$ cat src/rtl/serprog_pkg.sv
// Shared constants for the serial programming target.
// Assumes a fixed six-bit command word; the codes below are the only ones decoded.
package serprog_pkg;
    localparam int CW = 6;

    typedef enum logic [CW-1:0] {
        CMD_LOAD  = 6'h02,
        CMD_READ  = 6'h04,
        CMD_INC   = 6'h06,
        CMD_PBEG  = 6'h08,
        CMD_PEND  = 6'h0E,
        CMD_ERASE = 6'h09
    } cmd_e;
endpackage

$ cat src/rtl/serprog_edge.sv
// Synchronizes the serial clock and data lines into the core clock domain and
// turns serial-clock transitions into single-cycle rise/fall events.
// Assumes SYNC >= 2 and a serial clock far slower than clk. Data runs through
// the same depth as the clock, so a sampled bit lines up with its edge.
module serprog_edge #(
    parameter int SYNC = 2
) (
    input  logic clk,
    input  logic rst_n,
    input  logic pin_clk,
    input  logic pin_dat,
    output logic rise,
    output logic fall,
    output logic dat_s
);
    logic [SYNC-1:0] csync;
    logic [SYNC-1:0] dsync;
    logic            cprev;

    // Shift both lines through the synchronizer stages and remember the last clock level.
    always_ff @(posedge clk) begin
        if (!rst_n) begin
            csync <= '0;
            dsync <= '0;
            cprev <= 1'b0;
        end else begin
            csync <= {csync[SYNC-2:0], pin_clk};
            dsync <= {dsync[SYNC-2:0], pin_dat};
            cprev <= csync[SYNC-1];
        end
    end

    assign rise  = csync[SYNC-1] & ~cprev;
    assign fall  = ~csync[SYNC-1] & cprev;
    assign dat_s = dsync[SYNC-1];
endmodule

$ cat src/rtl/serprog_addr.sv
// Word address counter: preset to all ones while cleared, wraps on increment.
// Assumes clear and inc are never meaningful in the same cycle; clear wins.
module serprog_addr #(
    parameter int AW = 11
) (
    input  logic          clk,
    input  logic          rst_n,
    input  logic          clear,
    input  logic          inc,
    output logic [AW-1:0] addr
);
    // Hold the entry address while cleared, otherwise step by one on request.
    always_ff @(posedge clk) begin
        if (!rst_n || clear) begin
            addr <= '1;
        end else if (inc) begin
            addr <= addr + AW'(1);
        end
    end
endmodule

$ cat src/rtl/serprog_frame.sv
// Runs one data segment of DW+2 serial clocks: the first and last clocks are
// framing slots and the DW clocks between them carry the word, LSB first.
// Input bits are taken on falling edges. On a read, output bits change on
// rising edges and the enable covers rising edges 2 .. DW+1 exclusive of the stop.
// Assumes start is a single-cycle pulse that comes only while idle.
module serprog_frame #(
    parameter int DW = 14,
    parameter int MW = 12
) (
    input  logic          clk,
    input  logic          rst_n,
    input  logic          clear,
    input  logic          start,
    input  logic          start_read,
    input  logic [DW-1:0] rword,
    input  logic          rise,
    input  logic          fall,
    input  logic          dat,
    output logic          busy,
    output logic          done,
    output logic [MW-1:0] word_lo,
    output logic          dout,
    output logic          oe
);
    localparam int FR   = DW + 2;
    localparam int CNTW = $clog2(FR + 1);
    localparam logic [CNTW-1:0] C_FIRST = CNTW'(2);
    localparam logic [CNTW-1:0] C_LAST  = CNTW'(FR - 1);
    localparam logic [CNTW-1:0] C_END   = CNTW'(FR);

    logic [CNTW-1:0] cnt;
    logic [CNTW-1:0] cnt_nxt;
    logic            is_read;
    logic [DW-1:0]   sh_in;
    logic [DW-1:0]   sh_out;

    assign cnt_nxt = cnt + CNTW'(1);

    // Count segment clocks, shift input bits in and output bits out.
    always_ff @(posedge clk) begin
        if (!rst_n || clear) begin
            busy    <= 1'b0;
            done    <= 1'b0;
            is_read <= 1'b0;
            cnt     <= '0;
            sh_in   <= '0;
            sh_out  <= '0;
            dout    <= 1'b0;
            oe      <= 1'b0;
        end else begin
            done <= 1'b0;
            if (start) begin
                busy    <= 1'b1;
                is_read <= start_read;
                cnt     <= '0;
                sh_out  <= rword;
            end else if (busy) begin
                if (rise) begin
                    cnt <= cnt_nxt;
                    if (is_read && cnt_nxt >= C_FIRST && cnt_nxt <= C_LAST) begin
                        oe     <= 1'b1;
                        dout   <= sh_out[0];
                        sh_out <= sh_out >> 1;
                    end else if (cnt_nxt == C_END) begin
                        oe   <= 1'b0;
                        dout <= 1'b0;
                    end
                end
                if (fall) begin
                    if (cnt >= C_FIRST && cnt <= C_LAST) begin
                        sh_in <= {dat, sh_in[DW-1:1]};
                    end
                    if (cnt == C_END) begin
                        busy <= 1'b0;
                        done <= 1'b1;
                    end
                end
            end
        end
    end

    assign word_lo = sh_in[MW-1:0];
endmodule

$ cat src/rtl/serprog_tgt.sv
// Top of the serial programming target: command shifter, decoder and memory
// strobes around the synchronizer, address counter and data segment engine.
// Assumes mode_en is already a clean level in the clk domain and that the
// serial clock is low when mode_en rises.
module serprog_tgt
    import serprog_pkg::*;
#(
    parameter int AW   = 11,
    parameter int MW   = 12,
    parameter int DW   = 14,
    parameter int SYNC = 2
) (
    input  logic          clk,
    input  logic          rst_n,
    input  logic          mode_en,
    input  logic          ser_clk,
    input  logic          ser_dat_in,
    output logic          ser_dat_out,
    output logic          ser_dat_oe,
    output logic [AW-1:0] mem_addr,
    output logic [MW-1:0] mem_wdata,
    input  logic [MW-1:0] mem_rdata,
    output logic          mem_load,
    output logic          mem_prog_begin,
    output logic          mem_prog_end,
    output logic          mem_erase
);
    localparam int CCW = $clog2(CW);
    localparam logic [CCW-1:0] C_LASTBIT = CCW'(CW - 1);

    logic           rise, fall, dat_s;
    logic           clear;
    logic [CW-1:0]  cmd_sr;
    logic [CW-1:0]  code;
    logic [CCW-1:0] cmd_cnt;
    logic           cmd_done;
    logic           seg_busy, seg_done, seg_load;
    logic           start_load, start_read, do_inc;

    assign clear = ~mode_en;

    serprog_edge #(.SYNC(SYNC)) u_edge (
        .clk     (clk),
        .rst_n   (rst_n),
        .pin_clk (ser_clk),
        .pin_dat (ser_dat_in),
        .rise    (rise),
        .fall    (fall),
        .dat_s   (dat_s)
    );

    // Next command value if this falling edge shifts in a bit; completion on the sixth.
    assign code     = {dat_s, cmd_sr[CW-1:1]};
    assign cmd_done = fall & ~seg_busy & (cmd_cnt == C_LASTBIT);

    assign start_load = cmd_done & (code == CMD_LOAD);
    assign start_read = cmd_done & (code == CMD_READ);
    assign do_inc     = cmd_done & (code == CMD_INC);

    // Shift command bits in LSB first and count them while no segment runs.
    always_ff @(posedge clk) begin
        if (!rst_n || clear) begin
            cmd_sr  <= '0;
            cmd_cnt <= '0;
        end else if (fall && !seg_busy) begin
            cmd_sr  <= code;
            cmd_cnt <= (cmd_cnt == C_LASTBIT) ? '0 : cmd_cnt + CCW'(1);
        end
    end

    serprog_addr #(.AW(AW)) u_addr (
        .clk   (clk),
        .rst_n (rst_n),
        .clear (clear),
        .inc   (do_inc),
        .addr  (mem_addr)
    );

    serprog_frame #(.DW(DW), .MW(MW)) u_frame (
        .clk        (clk),
        .rst_n      (rst_n),
        .clear      (clear),
        .start      (start_load | start_read),
        .start_read (start_read),
        .rword      ({{(DW-MW){1'b0}}, mem_rdata}),
        .rise       (rise),
        .fall       (fall),
        .dat        (dat_s),
        .busy       (seg_busy),
        .done       (seg_done),
        .word_lo    (mem_wdata),
        .dout       (ser_dat_out),
        .oe         (ser_dat_oe)
    );

    // Remember segment type and issue one-cycle memory strobes.
    always_ff @(posedge clk) begin
        if (!rst_n || clear) begin
            seg_load       <= 1'b0;
            mem_load       <= 1'b0;
            mem_prog_begin <= 1'b0;
            mem_prog_end   <= 1'b0;
            mem_erase      <= 1'b0;
        end else begin
            if (cmd_done) begin
                seg_load <= start_load;
            end
            mem_load       <= seg_done & seg_load;
            mem_prog_begin <= cmd_done & (code == CMD_PBEG);
            mem_prog_end   <= cmd_done & (code == CMD_PEND);
            mem_erase      <= cmd_done & (code == CMD_ERASE);
        end
    end
endmodule

$ cat config.mk
export PLATFORM = sky130hd
export DESIGN_NAME = serprog_tgt
export DESIGN_NICKNAME = d
export VERILOG_FILES = /design/src/rtl/serprog_pkg.sv /design/src/rtl/serprog_edge.sv /design/src/rtl/serprog_addr.sv /design/src/rtl/serprog_frame.sv /design/src/rtl/serprog_tgt.sv
export SDC_FILE = /design/constraint.sdc
export NUM_CORES = 1
export LEC_CHECK = 0
export BUFFER_PORTS_ARGS = -buffer_cell sky130_fd_sc_hd__buf_4
export CAP_MARGIN = 40
export CORE_MARGIN = 2
export CORE_UTILIZATION = 56
export CTS_BUF_LIST = sky130_fd_sc_hd__clkbuf_8 sky130_fd_sc_hd__clkbuf_16
export DETAILED_ROUTE_END_ITERATION = 7
export PLACE_DENSITY = 0.86
export SLEW_MARGIN = 20
export SYNTH_ARGS = -nofsm -noshare
export SYNTH_HDL_FRONTEND = slang
export SYNTH_HIERARCHICAL = 1
export SYNTH_SLANG_ARGS = --single-unit
export TNS_END_PERCENT = 20
$ cat constraint.sdc
create_clock -name clk -period 3.4 [get_ports clk]
set_clock_uncertainty 0.2 [all_clocks]
set_input_delay 0.34 -clock clk [delete_from_list [all_inputs] [get_ports clk]]
set_output_delay 0.34 -clock clk [all_outputs]
set_load 0.03 [all_outputs]
# After elaboration in Yosys (flattened, before gate mapping)

Index checks and enable logic that the tools add are counted.

Order comparisons: 4
Equal/unequal tests: 9
Reductions and logical operators: 17
Add/subtract/negate cells: 3
Multiplexer cells: 13
Bitwise operators: 18

Operators by type and width:

| operator                | number |
|---|---|
| $mux W12                | 4 |
| $eq A6 B4 Y1 const B    | 3 |
| $eq A6 B3 Y1 const B    | 2 |
| $add A11 B1 Y11 const B | 1 |
| $and A1 B1 Y1           | 11 |
| $eq A5 B5 Y1 const B    | 2 |
| $ge A5 B2 Y1 const B    | 2 |
| $le A5 B4 Y1 const B    | 2 |
| $mux W1                 | 8 |
| $reduce_and A4 Y1       | 2 |
| $reduce_bool A2 Y1      | 4 |
| $eq A6 B2 Y1 const B    | 1 |
| $not A1 Y1              | 6 |
| $add A5 B1 Y5 const B   | 1 |
| $logic_and A1 B1 Y1     | 4 |
| $reduce_or A4 Y1        | 1 |
| $add A3 B1 Y3 const B   | 1 |
| $eq A3 B3 Y1 const B    | 1 |
| $mux W3                 | 1 |
| $reduce_and A3 Y1       | 1 |
| $logic_not A1 Y1        | 2 |
| $reduce_and A2 Y1       | 1 |
| $reduce_or A2 Y1        | 1 |
| $logic_or A1 B1 Y1      | 1 |
| $or A1 B1 Y1            | 1 |

Output and inout port bits: 29
Input port bits: 17
Flip-flop bits (word level): 66

# Longest topological paths before layout

Depth in word-level cells: 8
Gate-level depth with buffers: 8
Mapped depth without buffers: 7

# Hierarchy

Netlist, hierarchy kept.

Modules (own cells, without submodules):

| module        | instances | cells an instance | area each (sq um) |
|---|---|---|---|
| serprog_frame | 1         | 191               | 1816.7 |
| serprog_tgt   | 1         | 65                | 571.8 |
| serprog_addr  | 1         | 56                | 519.2 |
| serprog_edge  | 1         | 12                | 143.9 |

# Worst setup path after synthesis

Ideal clock, no wire load.

Path type: flip-flop to flip-flop
Start point: register u_edge.cprev
End point: register u_frame.sh_out[10]
Data required time: 3062 ps
Arrival: 2446 ps
Cell stages (with the launch flop): 9
Path buffers: 1
Clock period less this slack: 2783 ps
Path slack: 617 ps
Cell sequence: dfxtp_1 -> nor2b_1 -> nand2b_4 -> or4b_4 -> nor3_1 -> clkinv_1 -> clkbuf_1 -> nor2_1 -> a211oi_1

Cells in the longest elaborated chain, start to end: 7
Elaborated cells between the ends (all ways): 13
Classes of those cells: mux (1); bitwise (8); reduce/logical (4)

RTL lines:

| what                                    | RTL line                             | text |
|---|---|---|
| start, declared                         | serprog_edge.sv:18                   | `logic cprev;` |
| start signal, assigned                  | serprog_edge.sv:29                   | `cprev <= csync[SYNC-1];` |
| $and A1 B1 Y1 (*)                       | serprog_edge.sv:34                   | `assign fall = ~csync[SYNC-1] & cprev;` |
| net fall                                | serprog_tgt.sv:31                    | `logic rise, fall, dat_s;` |
| $and A1 B1 Y1 (*) (2 in series)         | serprog_tgt.sv:54                    | `assign cmd_done = fall & ~seg_busy & (cmd_cnt == C_LASTBIT);` |
| $and A1 B1 Y1, on equally long branches | serprog_tgt.sv:56, serprog_tgt.sv:57 |  |
| $or A1 B1 Y1 (*)                        | serprog_tgt.sv:83                    | `.start (start_load \| start_read),` |
| $reduce_bool A2 Y1 (no source line)     | n/a                                  |  |
| $reduce_and A3 Y1 (no source line)      | n/a                                  |  |
| end signal, assigned                    | serprog_frame.sv:56                  | `sh_out <= rword;` |
| end signal, assigned                    | serprog_frame.sv:63                  | `sh_out <= sh_out >> 1;` |
| end, declared                           | serprog_frame.sv:35                  | `logic [DW-1:0] sh_out;` |

Mark *: on every way through the listed nets, which the timed path passes. The rest lies on a longest branch.
A chain may end at the register's enable or synchronous reset.

# Final worst setup path

Start point: register u_edge.cprev
End point: register u_frame.sh_in[8]

Cells in the longest elaborated chain, start to end: 7
Elaborated cells between the ends (all ways): 8
Classes of those cells: bitwise (7); reduce/logical (1)

RTL lines:

| what                                    | RTL line                             | text |
|---|---|---|
| $and A1 B1 Y1 (*)                       | serprog_edge.sv:34                   |  |
| net fall                                | serprog_tgt.sv:31                    |  |
| $and A1 B1 Y1 (2 in series)             | serprog_tgt.sv:54                    |  |
| $and A1 B1 Y1, on equally long branches | serprog_tgt.sv:56, serprog_tgt.sv:57 |  |
| $or A1 B1 Y1                            | serprog_tgt.sv:83                    |  |
| $not A1 Y1 (no source line)             | n/a                                  |  |
| $reduce_and A4 Y1 (no source line) (*)  | n/a                                  |  |
| end signal, assigned                    | serprog_frame.sv:71                  | `sh_in <= {dat, sh_in[DW-1:1]};` |
| end, declared                           | serprog_frame.sv:34                  | `logic [DW-1:0] sh_in;` |

Marked as above.

==> summary.md <==
| Metric | Value |
|---|---|
| Drt pass-1 iters | `5` |
| CTS H-Tree Depth | `3` |
| Layout Nets | `384` |
| Synth area leader | `dfxtp_1` |
| Most frequent cells in the layout | `67 x dfxtp_1, 50 x buf_4, 35 x nor2_1` |
| First-pass GRT wire length | `9330 um` |
| DRT Wirelength | `5390 um` |
| Initial antenna violation count | `0` |
| Leak | `0.00138 uW` |
| Core ar. | `5170 um2` |
| Worst EP required | `3.38 ns` |
| Worst-Skew Late Latency | `approximately 0.33 ns` |
| Final Max Slew Viols | `0` |
| Most common cell after layout, fill and taps aside | `dfxtp_1` |
| Congestion Overflow GR | `0` |
| Main synth FF type | `dfxtp_1` |
| Ranking of synthesized cells by area | `dfxtp_1 44%, mux2i_1 10%, nor2_1 4.3%` |
| DR vias | `about 2300` |
| Initial Util | `59.0%` |
| Post-Synth XOR/XNOR Area | `2.58%` |
| Maximum clock frequency | `between 300 and 400 MHz` |
| Worst Setup End Kind | `register` |
| Detail Route met2 WL | `2570 um` |
| Critical path type | `reg2reg` |
| Clk sinks | `67` |
| Layout filler cell count | `411` |
| Peak supply drop | `roughly 0.26 mV` |
| Period utilization | `83.4%` |
| Met3 wire length | `241 um` |
| EDFF count, synth | `0` |
| Die area | `roughly 6100 um2` |
| Cell variety after synth | `52` |
| # rows | `26` |
| M1 WL | `2470 um` |
| Largest family of logic cells by synthesized area | `simple AND/OR/NAND/NOR gates` |
| Antenna-violating nets left | `0` |
| Status | `complete, no violations` |
| CTS Buf Count | `9` |
| Power consumption | `1430 uW` |
| Post-synthesis cell area | `3050 um2` |
| Post-synthesis compound-gate area fraction | `9.06%` |
| Total track usage | `19.1%` |
| HPWL Detailed | `3880 um` |
| # Post-CTS Setup Buffers | `0` |
| Hold Path Class | `in2reg` |
| Register area share after synthesis | `a little over two fifths` |
| Minimum clock period | `2.84 ns` |
| Setup TNS | `0 ns` |
| Highest Signal Layer | `met4` |
| Simple-gate share of the synthesized area | `24.3%` |
| Die Span Y | `between 70 and 80 um` |
| Mux cell area share after synthesis | `around a tenth` |
| CTS clock-pin slew for the worst setup and hold paths | `0.06 ns` |
| Pin count of the biggest net entering global routing | `28` |
| DRT iter0 DRCs | `112` |
| Slew margin rel. | `50.0%` |
| Clk buf depth | `2` |
| Final instance area | `3550 um2` |
| Setup violators final | `0` |
| Crit path DAT | `~2.8 ns` |
| RSZ-0062 raised after global routing | `false` |
| CP Launch Type | `register` |
| Area added between synthesis and finish | `16.3%` |
| Port Buffers | `45` |
| Adder-cell share of the synthesized area | `between 2 and 3%` |
| CTS Root Cell | `clkbuf_8` |
| CTS tree | `built` |
| Yosys reg bits | `67` |
| Max Cap Viol | `0` |
| WL/cell | `12.4 um` |
| Post-synthesis cell count | `324` |
| Vias in the first global route | `2134` |
| Critical Path Fanout Max | `15` |
| Inserted Diodes | `0` |
| Final hold viol count | `0` |
| Placer Congestion | `0.850` |
| Fin Hold WS | `0.0191 ns` |
| Synth warn | `6` |
| Util after Layout | `68.6%` |
| DIE WIDTH | `77.8 um` |
| Syn Area/Cell | `9.42 um2` |
| Post-place instance area | `between 3000 and 4000 um2` |
| Worst-Margin Slew | `~0.75 ns` |
| IO Count | `46` |
| DR DRC count | `0` |
| Drt via density | `5.28` |
| Synth top area share | `a little over two fifths` |
| PwrDens | `402 nW/um2` |
| FFs w/ async S/R, synth | `0%` |
| Share of cells above drive strength 1 | `a little over a fifth` |
## critical path: stages (launching register included)
cell and delay (ns):
dfxtp_1 0.32, nor2b_1 0.38, nand2b_4 0.12, or4b_4 0.58, nor3_1 0.21, buf_4 0.25
nor4_4 0.10, buf_4 0.22, mux2i_1 0.21, nor2_1 0.09
## power by group
group / total (uW) / switching, uW / internal, uW
Combinational: 36.1 / 18.4 / 17.6
Sequential: 789 / 1.44 / 788
Clock: 602 / 257 / 345
## sequential cells by signal (all words and copies together) (netlist names), 2 cells and up
register,flops
cmd_cnt,3
u_edge/dsync,2
u_frame/sh_in,14
u_frame/sh_out,14
u_frame/cnt,5
u_addr/addr,11
cmd_sr,5
u_edge/csync,2
## final cells by class
| type | instances | area (um2) | area share, % |
|---|---|---|---|
| inverters | 8 | 30.0 | 0.846 |
| well taps | 70 | 87.6 | 2.47 |
| repair buffers | 51 | 385 | 10.9 |
| clock buffers | 10 | 138 | 3.88 |
| multi-input cells | 223 | 1520 | 42.9 |
| flip-flops and latches | 67 | 1340 | 37.8 |
| clock inverters | 4 | 43.8 | 1.23 |
## cell families (layout without fill, tap and decap cells)
logic type / Yosys count / in the layout
other: 1 / 2
flip-flops: 67 / 67
multiplexers: 32 / 32
AO/OA/AOI/OAI: 40 / 40
XOR/XNOR: 9 / 9
buffers and inverters: 35 / 73
adder cells (fa/ha/maj): 7 / 7
AND/OR/NAND/NOR: 133 / 133
## cells in the mapped netlist, drive strengths merged, types with 2 or more instances
library cell  number
xor2               5
nor3               8
nand3              8
a31oi              2
nor2              35
clkbuf             9
nand3b             2
dfxtp             67
nor2b              5
or4                3
or4b               2
and2               8
buf               18
nor4b              2
nand2b             3
o21ai              4
a21oi             13
or2                2
inv                7
or3                4
ha                 7
mux2i             31
and4               3
or3b               2
a211oi            13
xnor2              4
and3               3
o31ai              4
nand4              8
nor4               4
nand2             29
## metal layers
metal  vias to the layer above  global-route usage, %
li1                       1190                      -
met4                         0                   8.04
met5                         -                      0
met2                        50                   31.8
met1                      1039                   23.1
met3                         9                   5.23
## path summary, 6_finish.rpt
check                       start               end  slack (ns)  depth (start not counted)
setup / recovery     u_edge/cprev  u_frame/sh_in[8]        0.56                          9
hold reg to reg   u_edge/csync[0]   u_edge/csync[1]        0.24                          1
hold / removal         ser_dat_in   u_edge/dsync[0]        0.02                          2
setup reg to reg     u_edge/cprev  u_frame/sh_in[8]        0.56                          9
## per-stage QoR
stage / cells / worst slack (ns)
floorplan: 325 / 0.617
global placement: 417 / 0.722
detailed placement: 418 / 0.600
CTS: 433 / 0.532
global route: 433 / 0.385
finish: 433 / 0.563
## timing repair
item,CTS,global route
resized for setup,0,0
endpoints found under the hold margin,1,0
hold buffers,1,0
Power figures use the tool's default switching activity.
